### src/rtl/llsc_pkg.sv
`timescale 1ns/1ps
package llsc_pkg;

    typedef enum logic [1:0] {
        KIND_LL    = 2'b00,
        KIND_STORE = 2'b01,
        KIND_COND  = 2'b10,
        KIND_LOAD  = 2'b11
    } llsc_kind_e;

    typedef struct packed {
        logic wr;
        logic ok;
        logic ins;
        logic clr;
    } llsc_act_t;

    function automatic int unsigned idx_bits(input int unsigned n);
        return (n > 1) ? $clog2(n) : 1;
    endfunction

endpackage

### src/rtl/llsc_match.sv
`timescale 1ns/1ps
module llsc_match #(
    parameter int ENTRIES = 8,
    parameter int ADDR_W  = 32,
    parameter int CPU_W   = 2,
    parameter int THR_W   = 2
) (
    input  logic                             clk,
    input  logic                             rst,
    input  logic [ENTRIES-1:0]               vld,
    input  logic [ENTRIES-1:0][ADDR_W-1:0]   addrs,
    input  logic [ENTRIES-1:0][CPU_W-1:0]    cpus,
    input  logic [ENTRIES-1:0][THR_W-1:0]    thrs,
    input  logic [ADDR_W-1:0]                q_addr,
    input  logic [CPU_W-1:0]                 q_cpu,
    input  logic [THR_W-1:0]                 q_thr,
    output logic [ENTRIES-1:0]               addr_hit,
    output logic [ENTRIES-1:0]               own_hit
);

    for (genvar i = 0; i < ENTRIES; i++) begin : g_cmp
        assign addr_hit[i] = vld[i] && (addrs[i] == q_addr);
        assign own_hit[i]  = vld[i] && (cpus[i] == q_cpu) && (thrs[i] == q_thr);
    end

    // a context never owns two entries
    assert_one_per_ctx_R9: assert property (@(posedge clk) disable iff (rst)
        $countones(own_hit) <= 1);

endmodule

### src/rtl/llsc_victim.sv
`timescale 1ns/1ps
module llsc_victim #(
    parameter int ENTRIES = 8,
    parameter int AGE_W   = 3,
    parameter int IDX_W   = 3
) (
    input  logic                           clk,
    input  logic                           rst,
    input  logic [ENTRIES-1:0]             vld,
    input  logic [ENTRIES-1:0]             own_hit,
    input  logic [ENTRIES-1:0][AGE_W-1:0]  ages,
    output logic [IDX_W-1:0]               tgt,
    output logic [AGE_W:0]                 thresh
);

    logic [ENTRIES-1:0] oldest;

    for (genvar i = 0; i < ENTRIES; i++) begin : g_old
        assign oldest[i] = vld[i] && (ages[i] == AGE_W'(ENTRIES - 1));
    end

    always_comb begin
        tgt    = '0;
        thresh = (AGE_W + 1)'(ENTRIES);
        if (|own_hit) begin
            for (int i = 0; i < ENTRIES; i++) begin
                if (own_hit[i]) begin
                    tgt    = IDX_W'(i);
                    thresh = {1'b0, ages[i]};
                end
            end
        end else if (!(&vld)) begin
            for (int i = ENTRIES - 1; i >= 0; i--) begin
                if (!vld[i]) tgt = IDX_W'(i);
            end
        end else begin
            for (int i = 0; i < ENTRIES; i++) begin
                if (oldest[i]) tgt = IDX_W'(i);
            end
        end
    end

    // a full table has exactly one oldest entry to evict
    assert_oldest_unique_R10: assert property (@(posedge clk) disable iff (rst)
        (&vld) |-> $onehot(oldest));

endmodule

### src/rtl/llsc_table.sv
`timescale 1ns/1ps
module llsc_table #(
    parameter int ENTRIES = 8,
    parameter int ADDR_W  = 32,
    parameter int CPU_W   = 2,
    parameter int THR_W   = 2,
    parameter int AGE_W   = 3,
    parameter int IDX_W   = 3
) (
    input  logic                             clk,
    input  logic                             rst,
    input  logic                             insert,
    input  logic                             clear,
    input  logic [IDX_W-1:0]                 tgt,
    input  logic [AGE_W:0]                   thresh,
    input  logic [ADDR_W-1:0]                wr_addr,
    input  logic [CPU_W-1:0]                 wr_cpu,
    input  logic [THR_W-1:0]                 wr_thr,
    input  logic [ENTRIES-1:0]               clr_vec,
    output logic [ENTRIES-1:0]               vld,
    output logic [ENTRIES-1:0][ADDR_W-1:0]   addrs,
    output logic [ENTRIES-1:0][CPU_W-1:0]    cpus,
    output logic [ENTRIES-1:0][THR_W-1:0]    thrs,
    output logic [ENTRIES-1:0][AGE_W-1:0]    ages
);

    logic [ENTRIES-1:0][AGE_W-1:0] dec;

    // number of removed entries younger than each survivor keeps ranks dense
    always_comb begin
        for (int i = 0; i < ENTRIES; i++) begin
            dec[i] = '0;
            for (int j = 0; j < ENTRIES; j++) begin
                if (clr_vec[j] && vld[j] && (ages[j] < ages[i]))
                    dec[i] = dec[i] + 1'b1;
            end
        end
    end

    always_ff @(posedge clk) begin
        if (rst) begin
            vld <= '0;
            for (int i = 0; i < ENTRIES; i++) ages[i] <= '0;
        end else if (insert) begin
            for (int i = 0; i < ENTRIES; i++) begin
                if (IDX_W'(i) == tgt) begin
                    vld[i]   <= 1'b1;
                    addrs[i] <= wr_addr;
                    cpus[i]  <= wr_cpu;
                    thrs[i]  <= wr_thr;
                    ages[i]  <= '0;
                end else if (vld[i] && ({1'b0, ages[i]} < thresh)) begin
                    ages[i]  <= ages[i] + 1'b1;
                end
            end
        end else if (clear) begin
            for (int i = 0; i < ENTRIES; i++) begin
                if (clr_vec[i]) vld[i]  <= 1'b0;
                else            ages[i] <= ages[i] - dec[i];
            end
        end
    end

    logic              chk_pend;
    logic [ADDR_W-1:0] chk_addr;
    logic              stale;

    always_ff @(posedge clk) begin
        chk_pend <= !rst && clear;
        chk_addr <= wr_addr;
    end

    always_comb begin
        stale = 1'b0;
        for (int i = 0; i < ENTRIES; i++)
            if (vld[i] && (addrs[i] == chk_addr)) stale = 1'b1;
    end

    // after a completed store no reservation on that line survives
    assert_line_cleared_R7: assert property (@(posedge clk) disable iff (rst)
        chk_pend |-> !stale);

endmodule

### src/rtl/llsc_monitor.sv
`timescale 1ns/1ps
module llsc_monitor
    import llsc_pkg::*;
#(
    parameter int ENTRIES   = 8,
    parameter int ADDR_W    = 32,
    parameter int CPU_W     = 2,
    parameter int THR_W     = 2,
    parameter int GRAN_BITS = 4
) (
    input  logic              clk,
    input  logic              rst,
    input  logic              req_valid,
    input  logic [1:0]        req_kind,
    input  logic [ADDR_W-1:0] req_addr,
    input  logic [CPU_W-1:0]  req_cpu,
    input  logic [THR_W-1:0]  req_thread,
    output logic              wr_en,
    output logic              sc_ok
);

    localparam int IDX_W = idx_bits(ENTRIES);
    localparam int AGE_W = idx_bits(ENTRIES);
    localparam logic [ADDR_W-1:0] LOW_MASK = ADDR_W'((64'd1 << GRAN_BITS) - 1);

    logic [ADDR_W-1:0]               line_addr;
    logic [ENTRIES-1:0]              vld, addr_hit, own_hit;
    logic [ENTRIES-1:0][ADDR_W-1:0]  addrs;
    logic [ENTRIES-1:0][CPU_W-1:0]   cpus;
    logic [ENTRIES-1:0][THR_W-1:0]   thrs;
    logic [ENTRIES-1:0][AGE_W-1:0]   ages;
    logic [IDX_W-1:0]                tgt;
    logic [AGE_W:0]                  thresh;
    logic                            sc_hit;
    llsc_kind_e                      kind;
    llsc_act_t                       act;

    assign line_addr = req_addr & ~LOW_MASK;
    assign kind      = llsc_kind_e'(req_kind);
    assign sc_hit    = |(addr_hit & own_hit);

    always_comb begin
        act = '0;
        if (req_valid) begin
            unique case (kind)
                KIND_LL:    act.ins = 1'b1;
                KIND_STORE: begin act.wr = 1'b1; act.clr = 1'b1; end
                KIND_COND:  begin
                    act.wr  = sc_hit;
                    act.ok  = sc_hit;
                    act.clr = sc_hit;
                end
                default:    act = '0;
            endcase
        end
    end

    assign wr_en = act.wr;
    assign sc_ok = act.ok;

    llsc_match #(.ENTRIES(ENTRIES), .ADDR_W(ADDR_W), .CPU_W(CPU_W), .THR_W(THR_W)) u_match (
        .clk(clk), .rst(rst), .vld(vld), .addrs(addrs), .cpus(cpus), .thrs(thrs),
        .q_addr(line_addr), .q_cpu(req_cpu), .q_thr(req_thread),
        .addr_hit(addr_hit), .own_hit(own_hit)
    );

    llsc_victim #(.ENTRIES(ENTRIES), .AGE_W(AGE_W), .IDX_W(IDX_W)) u_victim (
        .clk(clk), .rst(rst), .vld(vld), .own_hit(own_hit), .ages(ages),
        .tgt(tgt), .thresh(thresh)
    );

    llsc_table #(.ENTRIES(ENTRIES), .ADDR_W(ADDR_W), .CPU_W(CPU_W), .THR_W(THR_W),
                 .AGE_W(AGE_W), .IDX_W(IDX_W)) u_table (
        .clk(clk), .rst(rst), .insert(act.ins), .clear(act.clr), .tgt(tgt),
        .thresh(thresh), .wr_addr(line_addr), .wr_cpu(req_cpu), .wr_thr(req_thread),
        .clr_vec(addr_hit), .vld(vld), .addrs(addrs), .cpus(cpus), .thrs(thrs),
        .ages(ages)
    );

    // a status of success always comes with a write
    assert_ok_has_write_R5: assert property (@(posedge clk) disable iff (rst)
        sc_ok |-> wr_en);

    // nothing is written without a request
    assert_idle_quiet_R11: assert property (@(posedge clk) disable iff (rst)
        !req_valid |-> (!wr_en && !sc_ok));

    // the first cycle after reset has an empty table
    assert_reset_empty_R2: assert property (@(posedge clk) disable iff (rst)
        $past(rst) |-> !sc_ok);

endmodule

### config.mk
export PLATFORM = sky130hd
export DESIGN_NAME = llsc_monitor
export DESIGN_NICKNAME = d
export VERILOG_FILES = /design/src/rtl/llsc_pkg.sv /design/src/rtl/llsc_match.sv /design/src/rtl/llsc_victim.sv /design/src/rtl/llsc_table.sv /design/src/rtl/llsc_monitor.sv
export SDC_FILE = /design/constraint.sdc
export NUM_CORES = 1
export LEC_CHECK = 0
export BUFFER_PORTS_ARGS = -buffer_cell sky130_fd_sc_hd__clkbuf_2
export CORE_ASPECT_RATIO = 0.8
export CORE_MARGIN = 3
export CORE_UTILIZATION = 35
export CTS_CLUSTER_SIZE = 25
export DETAILED_ROUTE_END_ITERATION = 8
export GPL_TIMING_DRIVEN = 1
export REMOVE_ABC_BUFFERS = 1
export SYNTH_ARGS = -nofsm -noshare
export SYNTH_HDL_FRONTEND = slang
export SYNTH_HIERARCHICAL = 1
export SYNTH_SLANG_ARGS = --single-unit
### constraint.sdc
create_clock -name clk -period 7 [get_ports clk]
set_input_delay 1.4 -clock clk [delete_from_list [all_inputs] [get_ports clk]]
set_output_delay 1.4 -clock clk [all_outputs]
set_load 0.02 [all_outputs]
==> flow_summary.html <==
<table>
<tr><th>Metric</th><th>Value</th></tr>
<tr><th colspan="2">CTS</th></tr>
<tr><td>TritonCTS clock tree</td><td>yes</td></tr>
<tr><td>Clock input transition at the sequential cells of the worst setup and hold paths</td><td>60 ps</td></tr>
<tr><td>Number of buffers added to fix hold violations after cts</td><td>0</td></tr>
<tr><td>Sink count of the clock tree</td><td>320</td></tr>
<tr><td>Root Buffer Master</td><td>clkbuf_16</td></tr>
<tr><td>Deepest clock path buffer count</td><td>3</td></tr>
<tr><td>Number of levels in the clock H-tree</td><td>2</td></tr>
<tr><td>Worst-Skew Late Latency</td><td>530 ps</td></tr>
<tr><td>Clock buffers created by TritonCTS</td><td>35</td></tr>
<tr><th colspan="2">Drt</th></tr>
<tr><td>Antenna viol nets, final</td><td>0</td></tr>
<tr><td>Routed Wire Length</td><td>53.3 mm</td></tr>
<tr><td>Number of iterations in the first detailed-routing pass</td><td>5</td></tr>
<tr><td>Total number of vias</td><td>14200</td></tr>
<tr><td>Average wire length per cell after detail routing</td><td>19.5 um</td></tr>
<tr><td>DR vias/cell</td><td>5.18</td></tr>
<tr><td>DRC violations left</td><td>0</td></tr>
<tr><td>DR iter-0 viols</td><td>1339</td></tr>
<tr><th colspan="2">Finish</th></tr>
<tr><td>Antenna Cells</td><td>0</td></tr>
<tr><td>Highest-count cells in the layout ignoring fill and taps</td><td>xor2_1, edfxtp_1, buf_4</td></tr>
<tr><td>Leading cell type in the layout, fill and taps excluded</td><td>xor2_1</td></tr>
<tr><td>Area overhead of the layout relative to synthesis</td><td>18.6%</td></tr>
<tr><td>Net count, final</td><td>2177</td></tr>
<tr><td>Filler cell count in the final layout</td><td>5110</td></tr>
<tr><td>Share of post-route cells with drive strength above 1</td><td>18.5%</td></tr>
<tr><td>Final non-filler cell area</td><td>0.0237 mm^2</td></tr>
<tr><th colspan="2">Global routing</th></tr>
<tr><td>Largest net degree at the start of global routing</td><td>38</td></tr>
<tr><td>Antenna violations before repair</td><td>1</td></tr>
<tr><td>Total track usage</td><td>17.6%</td></tr>
<tr><td>Vias in the first global route</td><td>13700</td></tr>
<tr><td>Total congestion overflow after global routing</td><td>0</td></tr>
<tr><td>Wire length of the first global-routing pass</td><td>81.2 mm</td></tr>
<tr><th colspan="2">Setup path</th></tr>
<tr><td>Endpoint arrival time on the critical path</td><td>7240 ps</td></tr>
<tr><td>Required time of the critical path</td><td>7440 ps</td></tr>
<tr><td>Longest individual stage delay on the worst path</td><td>550 ps</td></tr>
<tr><td>Kind of capture point of the worst setup path</td><td>register</td></tr>
<tr><td>Launching element type of the critical path</td><td>input port</td></tr>
<tr><td>Startpoint of the worst register-to-register path</td><td>u_table/addrs[16]</td></tr>
<tr><td>Type of the worst setup path</td><td>input port to register</td></tr>
<tr><td>CP most frequent cell</td><td>ha_1</td></tr>
<tr><td>Crit path max fanout</td><td>4</td></tr>
<tr><td>Standard cell with the maximum stage delay on the critical path</td><td>or4_1</td></tr>
<tr><td>Critical path launch point</td><td>req_addr[16]</td></tr>
<tr><th colspan="2">Worst hold path</th></tr>
<tr><td>Tightest Hold Check Type</td><td>register to register</td></tr>
<tr><td>Critical hold path startpoint</td><td>u_table/ages[0]</td></tr>
<tr><th colspan="2">Synthesis</th></tr>
<tr><td>Most frequently used flop master after synthesis</td><td>edfxtp_1</td></tr>
<tr><td>Number of synthesized register bits</td><td>320</td></tr>
<tr><td>Synth unique cells</td><td>73</td></tr>
<tr><td>Sequential cell area fraction in the yosys report</td><td>46.5%</td></tr>
<tr><td>Share of synthesized registers carrying an async set or reset</td><td>0%</td></tr>
<tr><td>Number of warning messages in the yosys log</td><td>6</td></tr>
<tr><td>Number of instances in the synthesized netlist</td><td>1721</td></tr>
<tr><td>Most area-hungry cell type in the Yosys netlist</td><td>edfxtp_1</td></tr>
<tr><td>Yosys top cell area share</td><td>43.3%</td></tr>
<tr><td>Netlist area before placement</td><td>0.0200 mm^2</td></tr>
<tr><td>Number of flops mapped to enable cells by yosys</td><td>288</td></tr>
<tr><td>Largest cells by area after synthesis</td><td>edfxtp_1, xor2_1, ha_1, dfxtp_1, xnor2_1</td></tr>
<tr><td>Average cell area after synthesis</td><td>11.6 um^2</td></tr>
<tr><th colspan="2">Pwr</th></tr>
<tr><td>Share of total power in combinational logic</td><td>9.2%</td></tr>
<tr><td>Flop pwr share</td><td>48.4%</td></tr>
<tr><td>Switching power total</td><td>1.02 mW</td></tr>
<tr><td>Internal power</td><td>3.34 mW</td></tr>
<tr><td>Switching fraction of total power</td><td>23.5%</td></tr>
<tr><td>Peak supply drop</td><td>0.141 mV</td></tr>
<tr><td>Power Density</td><td>184 mW/mm^2</td></tr>
<tr><td>Share of total power in the clock network</td><td>42.3%</td></tr>
<tr><td>Leakage</td><td>9.26 nW</td></tr>
<tr><th colspan="2">STA</th></tr>
<tr><td>Transition time of the tightest slew-check pin</td><td>982 ps</td></tr>
<tr><td>Hold Slack</td><td>574 ps</td></tr>
<tr><td>Final setup skew</td><td>21.3 ps</td></tr>
<tr><td>Highest Clock Rate</td><td>147 MHz</td></tr>
<tr><td>Final Hold Violating Endpoints</td><td>0</td></tr>
<tr><td>Final Setup Violations</td><td>0</td></tr>
<tr><td>Final count of pins violating max slew</td><td>0</td></tr>
<tr><td>Max-slew headroom at the worst pin</td><td>33.9%</td></tr>
<tr><td>Final critical-path share of the clock period</td><td>97.2%</td></tr>
<tr><td>Minimum clock period after layout</td><td>6800 ps</td></tr>
<tr><td>Setup repair after global routing missed its margin</td><td>true</td></tr>
<tr><th colspan="2">Floorplanning</th></tr>
<tr><td>Die width</td><td>273 um</td></tr>
<tr><td>Initial Util</td><td>35.8%</td></tr>
<tr><td>Height of the chip</td><td>220 um</td></tr>
<tr><td>Row Count</td><td>77</td></tr>
<tr><td>Die area</td><td>0.0599 mm^2</td></tr>
<tr><td>Core region area</td><td>0.0558 mm^2</td></tr>
<tr><td>I/O pin total</td><td>43</td></tr>
<tr><th colspan="2">Placement</th></tr>
<tr><td>Area post-placement</td><td>0.0224 mm^2</td></tr>
<tr><td>Port Buffers</td><td>38</td></tr>
<tr><td>Placed wire-length estimate after detailed placement</td><td>38.9 mm</td></tr>
<tr><td>Final weighted congestion of routability-driven global placement</td><td>0.882</td></tr>
<tr><th colspan="2">Outcome</th></tr>
<tr><td>Outcome</td><td>finished clean</td></tr>
<tr><th colspan="2">Job</th></tr>
<tr><td>Max-cap check violation count</td><td>0</td></tr>
</table>
## worst paths after layout
| check | to | slack (ps) | depth (start not counted) |
|---|---|---|---|
| worst max-delay path | u_table/ages[17] | 200 | 29 |
| worst min-delay path | u_table/ages[0] | 570 | 2 |
| worst max register to register | u_table/ages[17] | 770 | 28 |
| worst min register to register | u_table/ages[0] | 570 | 2 |
## power groups by stage
stage	registers (mW)	clock network, mW	logic (mW)
6_report	2.11	1.85	0.402
5_1_grt	2.11	1.96	0.445
3_3_place_gp	2.15	0	0.373
2_1_floorplan	2.15	0	0.206
3_5_place_dp	2.15	0	0.390
4_1_cts	2.11	1.89	0.393
## flip-flops by register name, indices dropped and copies added (netlist names)
signal         flops
u_table/addrs    256
u_table/cpus      16
u_table/vld        8
u_table/ages      24
u_table/thrs      16
## through the flow
step                      utilization (%)  power [mW]  setup TNS (ps)  worst slack [ps]  cells
final                                42.4        4.36               0               197   2732
after global routing                 42.4        4.52            -170              -161   2732
after CTS                            42.2        4.39               0              8.68   2732
after global placement               40.1        2.52           -4540              -743   2670
after floorplan                         -        2.36            -536             -14.9   1699
after detailed placement             40.1        2.54           -5290              -753   2670
## cell type report
| class | instances | area, um^2 | share of cell area, % |
|---|---|---|---|
| Clock buffer | 43 | 927 | 3.92 |
| Multi-Input combinational cell | 1262 | 10300 | 43.4 |
| Timing Repair Buffer | 221 | 1580 | 6.69 |
| Tap cell | 750 | 938 | 3.96 |
| Clock inverter | 19 | 210 | 0.888 |
| Inverter | 117 | 439 | 1.86 |
| Sequential cell | 320 | 9290 | 39.2 |
## worst max-delay path, delay by kind of cell
kind	cells	cell delay [ps]
AO/OA/AOI/OAI	5	570
buffers and inverters	5	560
multiplexers	1	80
AND/OR/NAND/NOR	8	1920
adder cells (fa/ha/maj)	6	1750
XOR/XNOR	4	940
## synth_stat cells (5+ instances only)
cell      number
a211oi_1      13
a21o_1        15
a21oi_1       81
a221oi_2       5
a22oi_1        9
a31o_2        20
a31oi_1        9
and2_1         7
and3_1        15
buf_2         32
clkbuf_1      18
dfxtp_1       32
edfxtp_1     288
fa_1           8
ha_1         171
inv_1        115
mux2_2         8
mux2i_1       16
nand2_1       86
nand2b_1      15
nand3_1       35
nand3b_1       5
nand4_1       27
nor2_1        58
nor2b_1       24
nor3_1        24
nor4_1        65
o211ai_1      10
o21a_1         9
o21ai_0       47
o22a_1         5
o22ai_1        8
xnor2_1       60
xnor3_1       10
xor2_1       291
xor2_2         8
## what timing repair did
action / 4_1_cts / 5_1_grt
resized for setup: 5 / 26
endpoints found under the setup margin: 4 / 6
setup buffers: 0 / 0
pin swaps: 0 / 15
## kinds of logic (layout without fill, tap and decap cells)
group | count (synthesis) | in the layout | synth area share, %
and+or+nand+nor | 379 | 379 | 9.97
muxes | 24 | 24 | 1.25
buffers and inverters | 174 | 400 | 3.64
xor gates and xnor gates | 373 | 373 | 17.7
DFF | 320 | 320 | 46.5
adders and majority gates | 179 | 179 | 11.5
other | 1 | 36 | 0.0188
AOI/OAI and AO/OA | 271 | 271 | 9.38
## routing by layer
metal  routed length, um  vias to the layer above  track usage, %  part of all wire, %
met5                  15                        -               0                0.028
met4                1110                        2            4.29                  2.1
met3                3490                       82            3.18                  6.6
met2               22600                      422            26.0                   42
met1               26100                     6982            26.5                   49
li1                    -                     6669               -                    -
Note: power is estimated with default switching activity, not from simulation.
